===== src/rtl/dacbank_pkg.sv =====
`timescale 1ns/1ps
package dacbank_pkg;

    typedef enum logic [2:0] {
        OP_WRITE      = 3'd0,
        OP_UPDATE     = 3'd1,
        OP_WRITE_UPD  = 3'd2,
        OP_UPDATE_ALL = 3'd3,
        OP_READ       = 3'd4
    } op_e;

    localparam logic [2:0] OP_LAST = 3'd4;

    typedef enum logic [1:0] {
        RG_IN_CODE  = 2'd0,
        RG_IN_SPAN  = 2'd1,
        RG_ACT_CODE = 2'd2,
        RG_ACT_SPAN = 2'd3
    } regsel_e;

    typedef enum logic {
        LD_HIGH = 1'b0,
        LD_LOW  = 1'b1
    } ld_state_e;

endpackage


===== src/rtl/dacbank_ldsync.sv =====
`timescale 1ns/1ps
module dacbank_ldsync
    import dacbank_pkg::*;
#(
    parameter int SYNC_STAGES = 2
) (
    input  logic clk,
    input  logic rst_n,
    input  logic ld_n_i,
    input  logic cs_n_i,
    output logic fire_o
);

    logic [SYNC_STAGES-1:0] sync_q;
    logic                   pin_lvl;
    ld_state_e              state_q;
    ld_state_e              state_d;

    // synchroniser chain, idles high
    always_ff @(posedge clk or negedge rst_n) begin
        if (!rst_n) begin
            sync_q <= '1;
        end else begin
            sync_q <= {sync_q[SYNC_STAGES-2:0], ld_n_i};
        end
    end

    assign pin_lvl = sync_q[SYNC_STAGES-1];

    // state register
    always_ff @(posedge clk or negedge rst_n) begin
        if (!rst_n) begin
            state_q <= LD_HIGH;
        end else begin
            state_q <= state_d;
        end
    end

    // transitions: fire / lockout (HIGH->LOW), release (LOW->HIGH)
    always_comb begin
        state_d = state_q;
        unique case (state_q)
            LD_HIGH: if (!pin_lvl) state_d = LD_LOW;
            LD_LOW:  if (pin_lvl)  state_d = LD_HIGH;
            default: state_d = LD_HIGH;
        endcase
    end

    // outputs
    always_comb begin
        fire_o = 1'b0;
        unique case (state_q)
            LD_HIGH: fire_o = !pin_lvl && cs_n_i;
            LD_LOW:  fire_o = 1'b0;
            default: fire_o = 1'b0;
        endcase
    end

endmodule


===== src/rtl/dacbank_chan.sv =====
`timescale 1ns/1ps
module dacbank_chan #(
    parameter int CODE_W = 18,
    parameter int SPAN_W = 4
) (
    input  logic              clk,
    input  logic              rst_n,
    input  logic              wr_code_i,
    input  logic              wr_span_i,
    input  logic              upd_i,
    input  logic [CODE_W-1:0] code_d_i,
    input  logic [SPAN_W-1:0] span_d_i,
    output logic [CODE_W-1:0] in_code_o,
    output logic [SPAN_W-1:0] in_span_o,
    output logic [CODE_W-1:0] act_code_o,
    output logic [SPAN_W-1:0] act_span_o
);

    logic [CODE_W-1:0] in_code_d;
    logic [SPAN_W-1:0] in_span_d;

    // staged value as it stands after this cycle's write
    always_comb begin
        in_code_d = wr_code_i ? code_d_i : in_code_o;
        in_span_d = wr_span_i ? span_d_i : in_span_o;
    end

    always_ff @(posedge clk or negedge rst_n) begin
        if (!rst_n) begin
            in_code_o  <= '0;
            in_span_o  <= '0;
            act_code_o <= '0;
            act_span_o <= '0;
        end else begin
            in_code_o <= in_code_d;
            in_span_o <= in_span_d;
            if (upd_i) begin
                act_code_o <= in_code_d;
                act_span_o <= in_span_d;
            end
        end
    end

endmodule


===== src/rtl/dacbank_rbsel.sv =====
`timescale 1ns/1ps
module dacbank_rbsel
    import dacbank_pkg::*;
#(
    parameter int NUM_CH   = 2,
    parameter int CODE_W   = 18,
    parameter int SPAN_W   = 4,
    parameter int RB_W     = 24,
    parameter int SPAN_LSB = 8,
    parameter int CH_W     = 1
) (
    input  logic [NUM_CH*CODE_W-1:0] in_code_i,
    input  logic [NUM_CH*SPAN_W-1:0] in_span_i,
    input  logic [NUM_CH*CODE_W-1:0] act_code_i,
    input  logic [NUM_CH*SPAN_W-1:0] act_span_i,
    input  logic                     mspan_i,
    input  logic [SPAN_W-2:0]        pins_i,
    input  logic [CH_W-1:0]          sel_ch_i,
    input  regsel_e                  sel_reg_i,
    output logic [RB_W-1:0]          image_o
);

    logic [CODE_W-1:0] code_v;
    logic [SPAN_W-1:0] span_v;
    logic              is_span;

    always_comb begin
        code_v  = '0;
        span_v  = '0;
        is_span = 1'b0;
        unique case (sel_reg_i)
            RG_IN_CODE:  code_v = in_code_i[sel_ch_i*CODE_W +: CODE_W];
            RG_ACT_CODE: code_v = act_code_i[sel_ch_i*CODE_W +: CODE_W];
            RG_IN_SPAN: begin
                span_v  = in_span_i[sel_ch_i*SPAN_W +: SPAN_W];
                is_span = 1'b1;
            end
            RG_ACT_SPAN: begin
                span_v  = act_span_i[sel_ch_i*SPAN_W +: SPAN_W];
                is_span = 1'b1;
            end
            default: ;
        endcase
        if (mspan_i) begin
            span_v = {1'b0, pins_i};
        end
    end

    always_comb begin
        image_o = '0;
        if (is_span) begin
            image_o[SPAN_LSB +: SPAN_W] = span_v;
        end else begin
            image_o[RB_W-1 -: CODE_W] = code_v;
        end
    end

endmodule


===== src/rtl/dacbank_regs.sv =====
`timescale 1ns/1ps
module dacbank_regs
    import dacbank_pkg::*;
#(
    parameter int NUM_CH      = 2,
    parameter int CODE_W      = 18,
    parameter int SPAN_W      = 4,
    parameter int RB_W        = 24,
    parameter int SPAN_LSB    = 8,
    parameter int SYNC_STAGES = 2,
    localparam int CH_W       = (NUM_CH > 1) ? $clog2(NUM_CH) : 1
) (
    input  logic                     clk,
    input  logic                     rst_n,
    input  logic                     req_valid_i,
    input  logic [2:0]               req_op_i,
    input  logic [CH_W-1:0]          req_ch_i,
    input  logic [1:0]               req_reg_i,
    input  logic [RB_W-1:0]          req_data_i,
    input  logic                     cs_n_i,
    input  logic                     ld_n_i,
    input  logic                     mspan_i,
    input  logic [SPAN_W-2:0]        span_pins_i,
    output logic [NUM_CH*CODE_W-1:0] act_code_o,
    output logic [NUM_CH*SPAN_W-1:0] act_span_o,
    output logic [RB_W-1:0]          rb_word_o
);

    localparam int CODE_LSB = RB_W - CODE_W;

    op_e                     op;
    logic                    frame_ok;
    logic                    is_wr;
    logic                    is_upd_one;
    logic                    is_upd_all;
    logic                    is_read;
    logic                    ld_fire;
    logic [CODE_W-1:0]       code_field;
    logic [SPAN_W-1:0]       span_field;
    logic [NUM_CH*CODE_W-1:0] in_code_all;
    logic [NUM_CH*SPAN_W-1:0] in_span_all;
    logic [NUM_CH*SPAN_W-1:0] act_span_raw;
    logic [CH_W-1:0]         ptr_ch_q;
    logic [CH_W-1:0]         ptr_ch_d;
    regsel_e                 ptr_reg_q;
    regsel_e                 ptr_reg_d;
    logic [CH_W-1:0]         sel_ch;
    regsel_e                 sel_reg;
    logic [RB_W-1:0]         image;

    // frame decode
    assign op         = op_e'(req_op_i);
    assign frame_ok   = req_valid_i && (req_op_i <= OP_LAST);
    assign is_wr      = frame_ok && (op == OP_WRITE || op == OP_WRITE_UPD);
    assign is_upd_one = frame_ok && (op == OP_UPDATE || op == OP_WRITE_UPD);
    assign is_upd_all = frame_ok && (op == OP_UPDATE_ALL);
    assign is_read    = frame_ok && (op == OP_READ);
    assign code_field = req_data_i[RB_W-1 -: CODE_W];
    assign span_field = req_data_i[SPAN_LSB +: SPAN_W];

    dacbank_ldsync #(
        .SYNC_STAGES (SYNC_STAGES)
    ) u_ldsync (
        .clk    (clk),
        .rst_n  (rst_n),
        .ld_n_i (ld_n_i),
        .cs_n_i (cs_n_i),
        .fire_o (ld_fire)
    );

    // per-channel register sets
    for (genvar g = 0; g < NUM_CH; g++) begin : g_chan
        logic hit;
        assign hit = (req_ch_i == CH_W'(g));

        dacbank_chan #(
            .CODE_W (CODE_W),
            .SPAN_W (SPAN_W)
        ) u_chan (
            .clk        (clk),
            .rst_n      (rst_n),
            .wr_code_i  (is_wr && hit && !req_reg_i[0]),
            .wr_span_i  (is_wr && hit && req_reg_i[0]),
            .upd_i      ((is_upd_one && hit) || is_upd_all || ld_fire),
            .code_d_i   (code_field),
            .span_d_i   (span_field),
            .in_code_o  (in_code_all[g*CODE_W +: CODE_W]),
            .in_span_o  (in_span_all[g*SPAN_W +: SPAN_W]),
            .act_code_o (act_code_o[g*CODE_W +: CODE_W]),
            .act_span_o (act_span_raw[g*SPAN_W +: SPAN_W])
        );

        assign act_span_o[g*SPAN_W +: SPAN_W] =
            mspan_i ? {1'b0, span_pins_i} : act_span_raw[g*SPAN_W +: SPAN_W];
    end

    // rolling pointer: register acted on by the last write/update frame
    always_comb begin
        ptr_ch_d  = ptr_ch_q;
        ptr_reg_d = ptr_reg_q;
        if (frame_ok) begin
            unique case (op)
                OP_WRITE: begin
                    ptr_ch_d  = req_ch_i;
                    ptr_reg_d = req_reg_i[0] ? RG_IN_SPAN : RG_IN_CODE;
                end
                OP_UPDATE, OP_WRITE_UPD: begin
                    ptr_ch_d  = req_ch_i;
                    ptr_reg_d = RG_ACT_CODE;
                end
                OP_UPDATE_ALL: begin
                    ptr_ch_d  = '0;
                    ptr_reg_d = RG_ACT_CODE;
                end
                default: ;
            endcase
        end
    end

    always_ff @(posedge clk or negedge rst_n) begin
        if (!rst_n) begin
            ptr_ch_q  <= '0;
            ptr_reg_q <= RG_IN_CODE;
        end else begin
            ptr_ch_q  <= ptr_ch_d;
            ptr_reg_q <= ptr_reg_d;
        end
    end

    // readback source: named register for reads, pointer otherwise
    assign sel_ch  = is_read ? req_ch_i : ptr_ch_q;
    assign sel_reg = is_read ? regsel_e'(req_reg_i) : ptr_reg_q;

    dacbank_rbsel #(
        .NUM_CH   (NUM_CH),
        .CODE_W   (CODE_W),
        .SPAN_W   (SPAN_W),
        .RB_W     (RB_W),
        .SPAN_LSB (SPAN_LSB),
        .CH_W     (CH_W)
    ) u_rbsel (
        .in_code_i  (in_code_all),
        .in_span_i  (in_span_all),
        .act_code_i (act_code_o),
        .act_span_i (act_span_raw),
        .mspan_i    (mspan_i),
        .pins_i     (span_pins_i),
        .sel_ch_i   (sel_ch),
        .sel_reg_i  (sel_reg),
        .image_o    (image)
    );

    always_ff @(posedge clk or negedge rst_n) begin
        if (!rst_n) begin
            rb_word_o <= '0;
        end else if (frame_ok) begin
            rb_word_o <= image;
        end
    end

    logic unused_low;
    assign unused_low = ^{req_data_i[CODE_LSB-1:0]};

endmodule


===== config.mk =====
export PLATFORM = sky130hd
export DESIGN_NAME = dacbank_regs
export DESIGN_NICKNAME = d
export VERILOG_FILES = /design/src/rtl/dacbank_pkg.sv /design/src/rtl/dacbank_ldsync.sv /design/src/rtl/dacbank_chan.sv /design/src/rtl/dacbank_rbsel.sv /design/src/rtl/dacbank_regs.sv
export SDC_FILE = /design/constraint.sdc
export NUM_CORES = 1
export LEC_CHECK = 0
export ABC_AREA = 0
export ABC_CLOCK_PERIOD_IN_PS = 2700
export BUFFER_PORTS_ARGS = -buffer_cell sky130_fd_sc_hd__clkbuf_2
export CAP_MARGIN = 10
export CELL_PAD_IN_SITES_DETAIL_PLACEMENT = 0
export CELL_PAD_IN_SITES_GLOBAL_PLACEMENT = 1
export CORE_MARGIN = 2
export CORE_UTILIZATION = 42
export DETAILED_ROUTE_END_ITERATION = 10
export PLACE_DENSITY = 0.85
export RECOVER_POWER = 100
export SETUP_SLACK_MARGIN = 0.4
export SYNTH_ARGS = -nofsm -noshare
export SYNTH_HDL_FRONTEND = slang
export SYNTH_SLANG_ARGS = --single-unit

===== constraint.sdc =====
create_clock -name clk -period 2.7 [get_ports clk]
set_clock_uncertainty 0.15 [all_clocks]
set_input_delay 0.54 -clock clk [delete_from_list [all_inputs] [get_ports clk]]
set_output_delay 0.54 -clock clk [all_outputs]
set_load 0.01 [all_outputs]

==> reports/summary.md, run 1 <==
- finished clean — status
- 342 — cell count after synthesis
- 0.795 — RePlAce Congestion
- 405 MHz — highest achievable clock rate
- clkbuf_1, nor4bb_1, buf_6, mux2i_4, buf_12, mux4_2, a22oi_2, o21ai_1 — CP cell instances
- 91.4% — Period Utilization, post-route
- 36 — Unique masters post-synth
- 0 — residual overflow from global routing
- 42.6% — effective utilization at floorplan
- 2.71 nW — Leak Pwr
- 12900 µm² — Die Area
- 1 — worst hold path stage count
- 2.47 ns — post-layout min period
- sky130_fd_sc_hd__dfrtp_1 (110), sky130_fd_sc_hd__mux2_2 (91), sky130_fd_sc_hd__nand2_1 (18) — list of most frequent post-synthesis cells
- 54.4% — area fraction of the dominant cell type after synthesis
- register — sort of element at the end of the critical path
- 875 nW/µm² — power density over the cells
- 5860 µm² — post-placement cell area
- in -> reg — critical path start-end classification
- 17700 µm — first-pass GRT wire length
- 0 — Finish-stage setup viols
- 112 — register bit count reported by yosys
- 114 µm — DIE HEIGHT
- 2.53 ns — Worst Path Arrival
- 5 — length in cells of the worst reg-to-reg path
- -0.00982 ns — Place WS
- 582 — Placed Cells incl. Taps
- 21.2% — Area growth, synth to finish
- 3 — # H-tree levels
- sky130_fd_sc_hd__dfrtp_1 — cell accounting for the most synthesized area
- 18.4 µm — Wirelength per Cell
- 4 — number of detailed-route iterations in the first pass
- 11900 µm² — core region area
- 0.34 ns — Clock Latency Late Sink
- 604 — number of non-filler instances in the completed layout
- 5.37 mW — Final Power
- 7 — biggest fanout along the worst timing path
- 5.36 — routed vias/inst
- 7730 µm — detailed-placement wirelength estimate
- 1069 — fillers
- 2.77 ns — endpoint required time on the critical path
- 491 — net count reported at finish
- 37.9% — ratio of cells with drive above 1 in the final layout
- 9 — total CTS buffers
- 14.8 µm² — synthesized area per cell
- 0.07 ns — clock-pin transition on the worst setup and hold timing paths
- true — unrepaired setup endpoints after global routing
- 3337 — number of global-route vias before repair
- 1.22 ns — slew at the pin closest to its max-slew limit
- 0 — Hold Vio Cnt, Final
- 0 — # DRC
- 40 — std cell rows
- 0 — number of antenna violations at the first check in global routing
- 112 — number of sinks handled by clock tree synthesis
- 0.233 ns — final worst setup slack
- 6130 µm² — area of all placed cells without fillers
- 0 — warning count from the yosys run
- 8 — number of cells on the critical path
- 155 — DRT iter0 DRCs
- sky130_fd_sc_hd__mux4_2 — CP max stage cell
- 17.7% — total global-route track usage
- 114 µm — x dimension of the die
- multiplexers — Crit path max-delay family
- input pin — type of element launching the critical path
- 0 — max-slew violation total from the final report
- 0 — Max Cap Viol
- 50 — pin count of the biggest net entering global routing
- 11100 µm — Total Wirelength
- 0 — total inserted antenna cells
- 2 — buffer levels on the longest clock path
- sky130_fd_sc_hd__dfrtp_1 — most common cell in the netlist
- 5060 µm² — netlist area before placement
- 0 — antenna viol nets, final
- sky130_fd_sc_hd__clkbuf_16 — root buffer cell
- yes — clock tree from TritonCTS
- 0.50 ns — Largest stage delay, worst path
- 18.5% — headroom to the max-slew limit
- sky130_fd_sc_hd__dfrtp_1 — most used flip-flop cell after synthesis
- in -> reg — class of the most critical hold timing path
- 55.5% — sequential cell area fraction in the yosys report
- sky130_fd_sc_hd__dfrtp_1 (54%), sky130_fd_sc_hd__mux2_2 (20%), sky130_fd_sc_hd__mux4_2 (4.9%) — leading cell types by total area after synthesis
- 0.131 ns — Post-Route Hold Slack
- 0 — EDFF count, synth
- 107 — ports placed on the boundary
- 3 — Bufs and invs on worst path
- 100% — share of flip-flops with an asynchronous set or reset
- 0 — count of hold-fix buffers inserted at cts
- 3236 — total via count after detailed routing
- 0.437 mV — worst IR drop on VDD
- 94 — PortBufs
-- worst paths after layout --
check | start | end | slack (ns)
setup / recovery | req_op_i[2] | rb_word_o[11]$_DFFE_PN0N_ | 0.23
hold / removal | ld_n_i | u_ldsync.sync_q[0]$_DFF_PN1_ | 0.13
setup reg to reg | ptr_reg_q[1]$_DFFE_PN0P_ | rb_word_o[18]$_DFFE_PN0N_ | 0.79
hold reg to reg | u_ldsync.sync_q[0]$_DFF_PN1_ | u_ldsync.sync_q[1]$_DFF_PN1_ | 0.21
max in group asynchronous | rst_n | ptr_reg_q[1]$_DFFE_PN0P_ | 0.71
min in group asynchronous | rst_n | g_chan[0].u_chan.act_code_o[1]$_DFFE_PN0P_ | 0.30
-- registers in the layout, indices dropped and copies added (netlist names) --
name / cells
g_chan.u_chan.act_code_o: 36
u_ldsync.sync_q: 2
ptr_reg_q: 2
rb_word_o: 18
ptr_ch_q: 1
g_chan.u_chan.in_code_o: 36
g_chan.u_chan.act_span_o: 8
u_ldsync.state_q: 1
g_chan.u_chan.in_span_o: 8
-- repair_timing --
item | 4_1_cts | 5_1_grt
gates resized for setup | 1 | 13
setup buffers | 3 | 2
setup endpoints to repair | 9 | 18
pin swaps | 0 | 2
cloned | 0 | 1
-- metrics by stage --
stage	setup TNS, ns	utilization, %
floorplan	0	-
CTS	0	52.2
finish	0	51.7
detailed placement	-0.00982	49.4
global route	0	51.7
global placement	0	49.4
-- layout make-up --
| type | count | area [µm²] | share of cell area (%) |
|---|---|---|---|
| Clock buffer | 11 | 253 | 4.12 |
| Sequential cell | 112 | 2810 | 45.8 |
| Timing Repair Buffer | 118 | 674 | 11.0 |
| Tap cell | 147 | 184 | 3.00 |
| Inverter | 8 | 30.0 | 0.490 |
| Clock inverter | 5 | 55.1 | 0.898 |
| Multi-Input combinational cell | 203 | 2130 | 34.7 |
-- worst reg2reg max path, cell delays in order (launching register included) --
cell and delay [ns]:
sky130_fd_sc_hd__dfrtp_1 0.39, sky130_fd_sc_hd__nor2b_1 0.16, sky130_fd_sc_hd__mux2i_4 0.16, sky130_fd_sc_hd__buf_12 0.21, sky130_fd_sc_hd__mux4_2 0.54, sky130_fd_sc_hd__a22o_1 0.19
-- layer usage --
| metal | GRT usage (%) | routed length (µm) | vias up |
|---|---|---|---|
| met2 | 30.5 | 5630 | 91 |
| met4 | 6.59 | 270 | 0 |
| li1 | - | - | 1466 |
| met3 | 3.24 | 448 | 20 |
| met5 | 0 | 0 | - |
| met1 | 22.6 | 4760 | 1659 |
-- layout by cell type, fill, tap and decap left out, types with 11 or more instances in the layout --
cell type / count
sky130_fd_sc_hd__nand2_1: 18
sky130_fd_sc_hd__mux4_2: 15
sky130_fd_sc_hd__mux2_2: 70
sky130_fd_sc_hd__o21ai_0: 11
sky130_fd_sc_hd__dfrtp_1: 110
sky130_fd_sc_hd__clkbuf_2: 30
sky130_fd_sc_hd__mux2i_1: 15
sky130_fd_sc_hd__clkbuf_1: 65
sky130_fd_sc_hd__buf_4: 13
sky130_fd_sc_hd__mux2_1: 16
sky130_fd_sc_hd__a22o_1: 14
-- where the power goes --
part           internal [mW]  switching [mW]
logic                  0.807           0.697
registers               2.17           0.345
clock network          0.767           0.576
total                   3.75            1.62
-- cells by family (layout without fill, tap and decap cells) --
group                  Yosys count  after routing  synth area share (%)
buffers and inverters           32            142                  3.64
other                            1              6                0.0741
AOI/OAI and AO/OA               39             39                  5.84
and+or+nand+nor                 34             34                  3.98
muxes                          124            124                  31.0
DFF                            112            112                  55.5
Note: power is estimated with default switching activity, not from simulation.
==> run 2, diff against run 1 <==
--- a/config.mk
+++ b/config.mk
@@ -11,7 +11,7 @@
 export CAP_MARGIN = 10
 export CELL_PAD_IN_SITES_DETAIL_PLACEMENT = 0
 export CELL_PAD_IN_SITES_GLOBAL_PLACEMENT = 1
-export CORE_MARGIN = 2
+export CORE_MARGIN = 4
 export CORE_UTILIZATION = 42
 export DETAILED_ROUTE_END_ITERATION = 10
 export PLACE_DENSITY = 0.85
==> run 2 against run 1 <==
Highest routed layer unchanged. Clock power about the same. Power up 0.47%. Utilization up 1.1 points.
==> reports/summary.md, run 2 (same netlist as run 1, synthesis figures left out) <==
- 414 MHz — highest achievable clock rate, +2.1%
- register — sort of element at the end of the critical path
- 8130 µm — detailed-placement wirelength estimate, +5.1%
- 2810 µm² — sequential standard cell area, unchanged
- true — unrepaired setup endpoints after global routing
- 89.5% — Period Utilization, post-route, -1.9 points
- yes — clock tree from TritonCTS
- 879 nW/µm² — power density over the cells, +0.45%
- sky130_fd_sc_hd__clkbuf_16 — root buffer cell
- 0.910 ns — slew at the pin closest to its max-slew limit, -0.313 ns
- 99 — DRT iter0 DRCs, -36%
- 39.3% — headroom to the max-slew limit, +21 points
- input pin — type of element launching the critical path
- ptr_reg_q[1]$_DFFE_PN0P_ — r2r startpoint
- 0.429 mV — worst IR drop on VDD, -1.7%
- 107 — ports placed on the boundary, unchanged
- 0 — number of antenna violations at the first check in global routing, unchanged
- 17.0% — total global-route track usage, -0.79 points
- 4.85% — met3 usage, +1.6 points
- in -> reg — critical path start-end classification
- 39 — std cell rows, -2.5%
- in -> reg — class of the most critical hold timing path
- 18 — biggest fanout along the worst timing path, +11
- ld_n_i — startpoint of the most critical hold path
- 2.78 ns — endpoint required time on the critical path, about the same
- 11600 µm² — core region area, -2.1%
- 0.804 — RePlAce Congestion, +1.1%
- 27.9% — met2 layer usage reported by global route, -2.6 points
- 43 — pin count of the biggest net entering global routing, -14%
- 0 — Finish-stage setup viols, unchanged
- 19.0 µm — Wirelength per Cell, +3.0%
- 31.2% — switching part of the total power, +1.1 points
- 5.29 — routed vias/inst, -1.2%
- 0 — # DRC, unchanged
- 2.71 nW — Leak Pwr, +0.17%
- 43.6% — effective utilization at floorplan, +0.91 points
- 3198 — total via count after detailed routing, -1.2%
- 2.50 ns — Worst Path Arrival, -0.03 ns
- sky130_fd_sc_hd__mux4_2 — CP max stage cell
- 0 — total inserted antenna cells, unchanged
- 22.4% — met1 track demand over resource, -0.23 points
- 11400 µm — Total Wirelength, +3.0%
- 94 — PortBufs, unchanged
- 3545 — number of global-route vias before repair, +6.2%
- 4 — number of detailed-route iterations in the first pass, unchanged
- clkbuf_1, nor4bb_1, buf_4, mux2i_4, clkbuf_4, mux4_2, a22o_1 — CP cell instances
- 0 — residual overflow from global routing, unchanged
- 28.3% — share of total power in combinational logic, +0.3 points
- 9 — total CTS buffers, unchanged
- 118 µm — x dimension of the die, +3.5%
- finished clean — status
- 46.6% — share of power burned in registers, -0.3 points
- 0 — antenna viol nets, final, unchanged
- 0.07 ns — clock-pin transition on the worst setup and hold timing paths, about the same
- 1.68 mW — net switching power, +4.0%
- 495 — net count reported at finish, +0.81%
- 5.39 mW — Final Power, +0.47%
- 2 — buffer levels on the longest clock path, unchanged
- 0 ns — setup TNS, unchanged
- 0 — Hold Vio Cnt, Final, unchanged
- 3.71 mW — internal power summed over all cells, -1.0%
- 118 µm — DIE HEIGHT, +3.5%
- 112 — number of sinks handled by clock tree synthesis, unchanged
- 37.1% — ratio of cells with drive above 1 in the final layout, -0.76 points
- 0.34 ns — Clock Latency Late Sink, about the same
- met2 — Top Usage Layer GRT
- 2140 µm² — multi-input combinational cell area, +0.59%
- 0 — max-slew violation total from the final report, unchanged
- 13900 µm² — Die Area, +7.2%
- 0 — Max Cap Viol, unchanged
- 18800 µm — first-pass GRT wire length, +6.2%
- 1027 — fillers, -3.9%
- 2.42 ns — post-layout min period, -0.0502 ns
- sky130_fd_sc_hd__dfrtp_1 (110), sky130_fd_sc_hd__mux2_2 (67), sky130_fd_sc_hd__clkbuf_1 (66) — most used cells in the layout excluding fill and tap cells
- g_chan.u_chan.act_code_o: 36 flops, g_chan.u_chan.in_code_o: 36 flops, rb_word_o: 18 flops — largest registers
- 0.56 ns — Largest stage delay, worst path, +0.06 ns
- req_op_i[2] — Worst Setup SP
- sky130_fd_sc_hd__dfrtp_1 — leading cell type in the layout, fill and taps excluded
- 25.1% — part of the total power dissipated in the clock network, about the same
- 52.8% — Final Core Density, +1.1 points
- 21.2% — Area growth, synth to finish, about the same
- 3 — # H-tree levels, unchanged
## run 2: cell type report
class | instances | area share [%]
sequential | 112 | 45.7
multi-input combinational | 203 | 34.9
timing repair buffer | 122 | 10.9
clock buffer | 9 | 3.67
tap | 143 | 2.92
clock inverter | 7 | 1.31
inverter | 8 | 0.490
## run 2: critical path, delay by kind of cell
| kind | cells | cell delay, ns |
|---|---|---|
| AO/OA/AOI/OAI | 1 | 0.19 |
| buffers and inverters | 3 | 0.70 |
| multiplexers | 2 | 0.79 |
| AND/OR/NAND/NOR | 1 | 0.27 |
## run 2: through the flow
| stage | setup WS (ns) | std cells | instance area (µm²) | hold WS [ns] |
|---|---|---|---|---|
| floorplan | 0.171 | 347 | 5150 | 0.0944 |
| global placement | 0.0628 | 581 | 5880 | 0.196 |
| detailed placement | 0.0356 | 581 | 5880 | 0.197 |
| CTS | 0.416 | 600 | 6210 | 0.109 |
| global route | 0.205 | 604 | 6130 | 0.115 |
| finish | 0.283 | 604 | 6130 | 0.122 |
## run 2: power groups by stage
stage | Sequential [mW] | Combinational, mW | Clock [mW]
final | 2.51 | 1.53 | 1.35
after global routing | 2.58 | 1.68 | 1.45
after CTS | 2.52 | 1.64 | 1.39
after detailed placement | 2.55 | 1.63 | 0
after global placement | 2.51 | 1.58 | 0
after floorplan | 2.59 | 0.906 | 0
## run 2: final timing paths
path	to	slack, ns	cells past startpoint
min in group asynchronous	g_chan[1].u_chan.act_code_o[12]$_DFFE_PN0P_	0.69	2
setup / recovery	rb_word_o[16]$_DFFE_PN0N_	0.28	7
hold reg to reg	u_ldsync.sync_q[1]$_DFF_PN1_	0.21	0
setup reg to reg	rb_word_o[16]$_DFFE_PN0N_	0.58	5
hold / removal	u_ldsync.sync_q[0]$_DFF_PN1_	0.12	1
max in group asynchronous	g_chan[1].u_chan.act_span_o[2]$_DFFE_PN0P_	0.54	3
## run 2: repair_timing
action	CTS	global route
hold buffers	1	0
setup endpoints to repair	1	17
pin swaps	0	6
resized for setup	0	18
endpoints found under the hold margin	15	0
buffers inserted	2	3
cloned	0	1
## run 2: routing by layer
| layer | vias to the layer above | part of all wire [%] |
|---|---|---|
| met3 | 8 | 6.1 |
| met4 | 0 | 0.84 |
| met5 | - | 0 |
| li1 | 1470 | - |
| met2 | 86 | 49 |
| met1 | 1634 | 44 |
==> run 3, diff against run 2 <==
==> constraint.sdc (replaced) <==
create_clock -name clk -period 2.7 [get_ports clk]
set_clock_uncertainty 0.15 [all_clocks]
set_input_delay 0.675 -clock clk [delete_from_list [all_inputs] [get_ports clk]]
set_output_delay 0.675 -clock clk [all_outputs]
set_load 0.01 [all_outputs]
==> run 3 against run 2 <==
Critical path type unchanged. Via count is 1.5% higher. Final cell count grew 0.50%. Worst hold slack gained 0.093 ns. Count of clock-buffer cells in the layout is 1 higher. Highest routed layer unchanged. Critical endpoint is now rb_word_o[14]$_DFFE_PN0N_. Combinational power about the same. Sequential power is essentially flat. Flip-flop and latch count did not move. Utilization down 0.075 points.
==> reports/summary.md, run 3 (same netlist as run 1, synthesis figures left out) <==
- finished clean — status
- reg -> reg — class of the most critical hold timing path
- 131 — DRT iter0 DRCs, +32%
- 0 — # DRC, unchanged
- 0 — Finish-stage setup viols, unchanged
- 9 — total CTS buffers, unchanged
- 43.6% — effective utilization at floorplan, unchanged
- sky130_fd_sc_hd__dfrtp_1 — leading cell type in the layout, fill and taps excluded
- 868 nW/µm² — power density over the cells, -1.3%
- yes — clock tree from TritonCTS
- true — unrepaired setup endpoints after global routing
- 19.3 µm — Wirelength per Cell, +1.9%
- 499 — net count reported at finish, +0.81%
- 2.49 ns — post-layout min period, +0.0684 ns
- 13900 µm² — Die Area, unchanged
- 1.03 ns — slew at the pin closest to its max-slew limit, +0.116 ns
- 107 — ports placed on the boundary, unchanged
- 2.78 ns — endpoint required time on the critical path, about the same
- in -> reg — critical path start-end classification
- 112 — number of sinks handled by clock tree synthesis, unchanged
- 6000 µm² — post-placement cell area, +2.1%
- 31.6% — headroom to the max-slew limit, -7.7 points
- 0 — residual overflow from global routing, unchanged
- 44 — pin count of the biggest net entering global routing, +2.3%
- 39 — std cell rows, unchanged
- 11600 µm² — core region area, unchanged
- 0 ns — setup TNS, unchanged
- 0.34 ns — Clock Latency Late Sink, about the same
- 0 — total inserted antenna cells, unchanged
- 118 µm — DIE HEIGHT, unchanged
- input pin — type of element launching the critical path
- 6120 µm² — area of all placed cells without fillers, -0.14%
- 92.0% — Period Utilization, post-route, +2.5 points
- 35.1% — ratio of cells with drive above 1 in the final layout, -2.0 points
- 21.0% — Area growth, synth to finish
- 94 — PortBufs, unchanged
- 17.4% — total global-route track usage, +0.47 points
- 0.216 ns — Post-Route Hold Slack, +0.0935 ns
- 2.72 nW — Leak Pwr, +0.35%
- 0.829 — RePlAce Congestion, +3.1%
- 4 — number of detailed-route iterations in the first pass, unchanged
- 2 — buffer levels on the longest clock path, unchanged
- 402 MHz — highest achievable clock rate, -2.8%
- 3537 — number of global-route vias before repair, -0.23%
- 0 — Max Cap Viol, unchanged
- 8320 µm — detailed-placement wirelength estimate, +2.4%
- sky130_fd_sc_hd__clkbuf_16 — root buffer cell
- 0.528 mV — worst IR drop on VDD, +23%
- -0.0577 ns — Place WS, -0.0933 ns
- 5.32 mW — Final Power, -1.4%
- g_chan.u_chan.act_code_o: 36 flops, g_chan.u_chan.in_code_o: 36 flops, rb_word_o: 18 flops — largest registers
- 3245 — total via count after detailed routing, +1.5%
- 11700 µm — Total Wirelength, +2.4%
- 2.57 ns — Worst Path Arrival, +0.07 ns
- sky130_fd_sc_hd__dfrtp_1 (110), sky130_fd_sc_hd__clkbuf_1 (66), sky130_fd_sc_hd__mux2_2 (59) — most used cells in the layout excluding fill and tap cells
- register — sort of element at the end of the critical path
- 5.35 — routed vias/inst, +0.97%
- 0 — number of antenna violations at the first check in global routing, unchanged
- 0 — max-slew violation total from the final report, unchanged
- 118 µm — x dimension of the die, unchanged
- 0 — Hold Vio Cnt, Final, unchanged
- 3 — # H-tree levels, unchanged
- 0.215 ns — final worst setup slack, -0.0684 ns
- 6 — biggest fanout along the worst timing path, -12
- 19400 µm — first-pass GRT wire length, +2.9%
- 0 — antenna viol nets, final, unchanged
- 0.07 ns — clock-pin transition on the worst setup and hold timing paths, about the same
==> run 3: area by class of cell <==
class	instances	area (µm²)
Clock inverter	5	41.3
Clock buffer	10	239
Fill cell	1043	5490
Sequential cell	112	2810
Tap cell	143	179
Timing Repair Buffer	126	739
Inverter	8	30.0
Multi-Input combinational cell	203	2090
==> run 3: worst paths after layout <==
kind                       slack (ns)                    startpoint  cells after the start                                       end
max                              0.21                   req_op_i[1]                      7                 rb_word_o[14]$_DFFE_PN0N_
min                              0.22  u_ldsync.sync_q[0]$_DFF_PN1_                      0              u_ldsync.sync_q[1]$_DFF_PN1_
max reg2reg                      0.73      ptr_reg_q[1]$_DFFE_PN0P_                      5                 rb_word_o[14]$_DFFE_PN0N_
min reg2reg                      0.22  u_ldsync.sync_q[0]$_DFF_PN1_                      0              u_ldsync.sync_q[1]$_DFF_PN1_
max in group asynchronous        0.59                         rst_n                      2                u_ldsync.state_q$_DFF_PN0_
min in group asynchronous        0.29                         rst_n                      1  g_chan[1].u_chan.in_code_o[16]$_DFF_PN0_
==> run 3: where the power goes <==
group | internal, mW | leakage, nW | switching (mW) | total, mW
sequential | 2.17 | 1.38 | 0.350 | 2.52
combinational | 0.812 | 1.20 | 0.710 | 1.52
clock | 0.655 | 0.132 | 0.617 | 1.27
total | 3.64 | 2.72 | 1.68 | 5.32
==> run 3: per-stage QoR <==
step / utilization (%) / instances
2_1_floorplan: - / 347
3_3_place_gp: 51.7 / 587
3_5_place_dp: 51.7 / 587
4_1_cts: 54.4 / 606
5_1_grt: 52.7 / 607
6_report: 52.7 / 607
==> run 3: timing repair <==
item,CTS,global route
pin swaps,0,1
gates cloned,0,1
endpoints found under the setup margin,18,18
hold buffers,0,0
buffers inserted,4,0
resized for setup,1,11
hold endpoints to repair,0,0
==> run 3: layer usage <==
metal	vias to the layer above	wire length (µm)	GRT usage [%]
li1	1484	-	-
met1	1661	5240	22.9
met2	88	5600	28.0
met3	12	713	5.77
met4	0	170	4.69
met5	-	0	0
==> run 3: critical path: stages <==
cell                        delay, ns
sky130_fd_sc_hd__buf_8           0.10
sky130_fd_sc_hd__nor4bb_1        0.35
sky130_fd_sc_hd__buf_6           0.20
sky130_fd_sc_hd__mux2i_4         0.33
sky130_fd_sc_hd__clkbuf_16       0.22
sky130_fd_sc_hd__mux4_2          0.50
sky130_fd_sc_hd__a22o_1          0.19
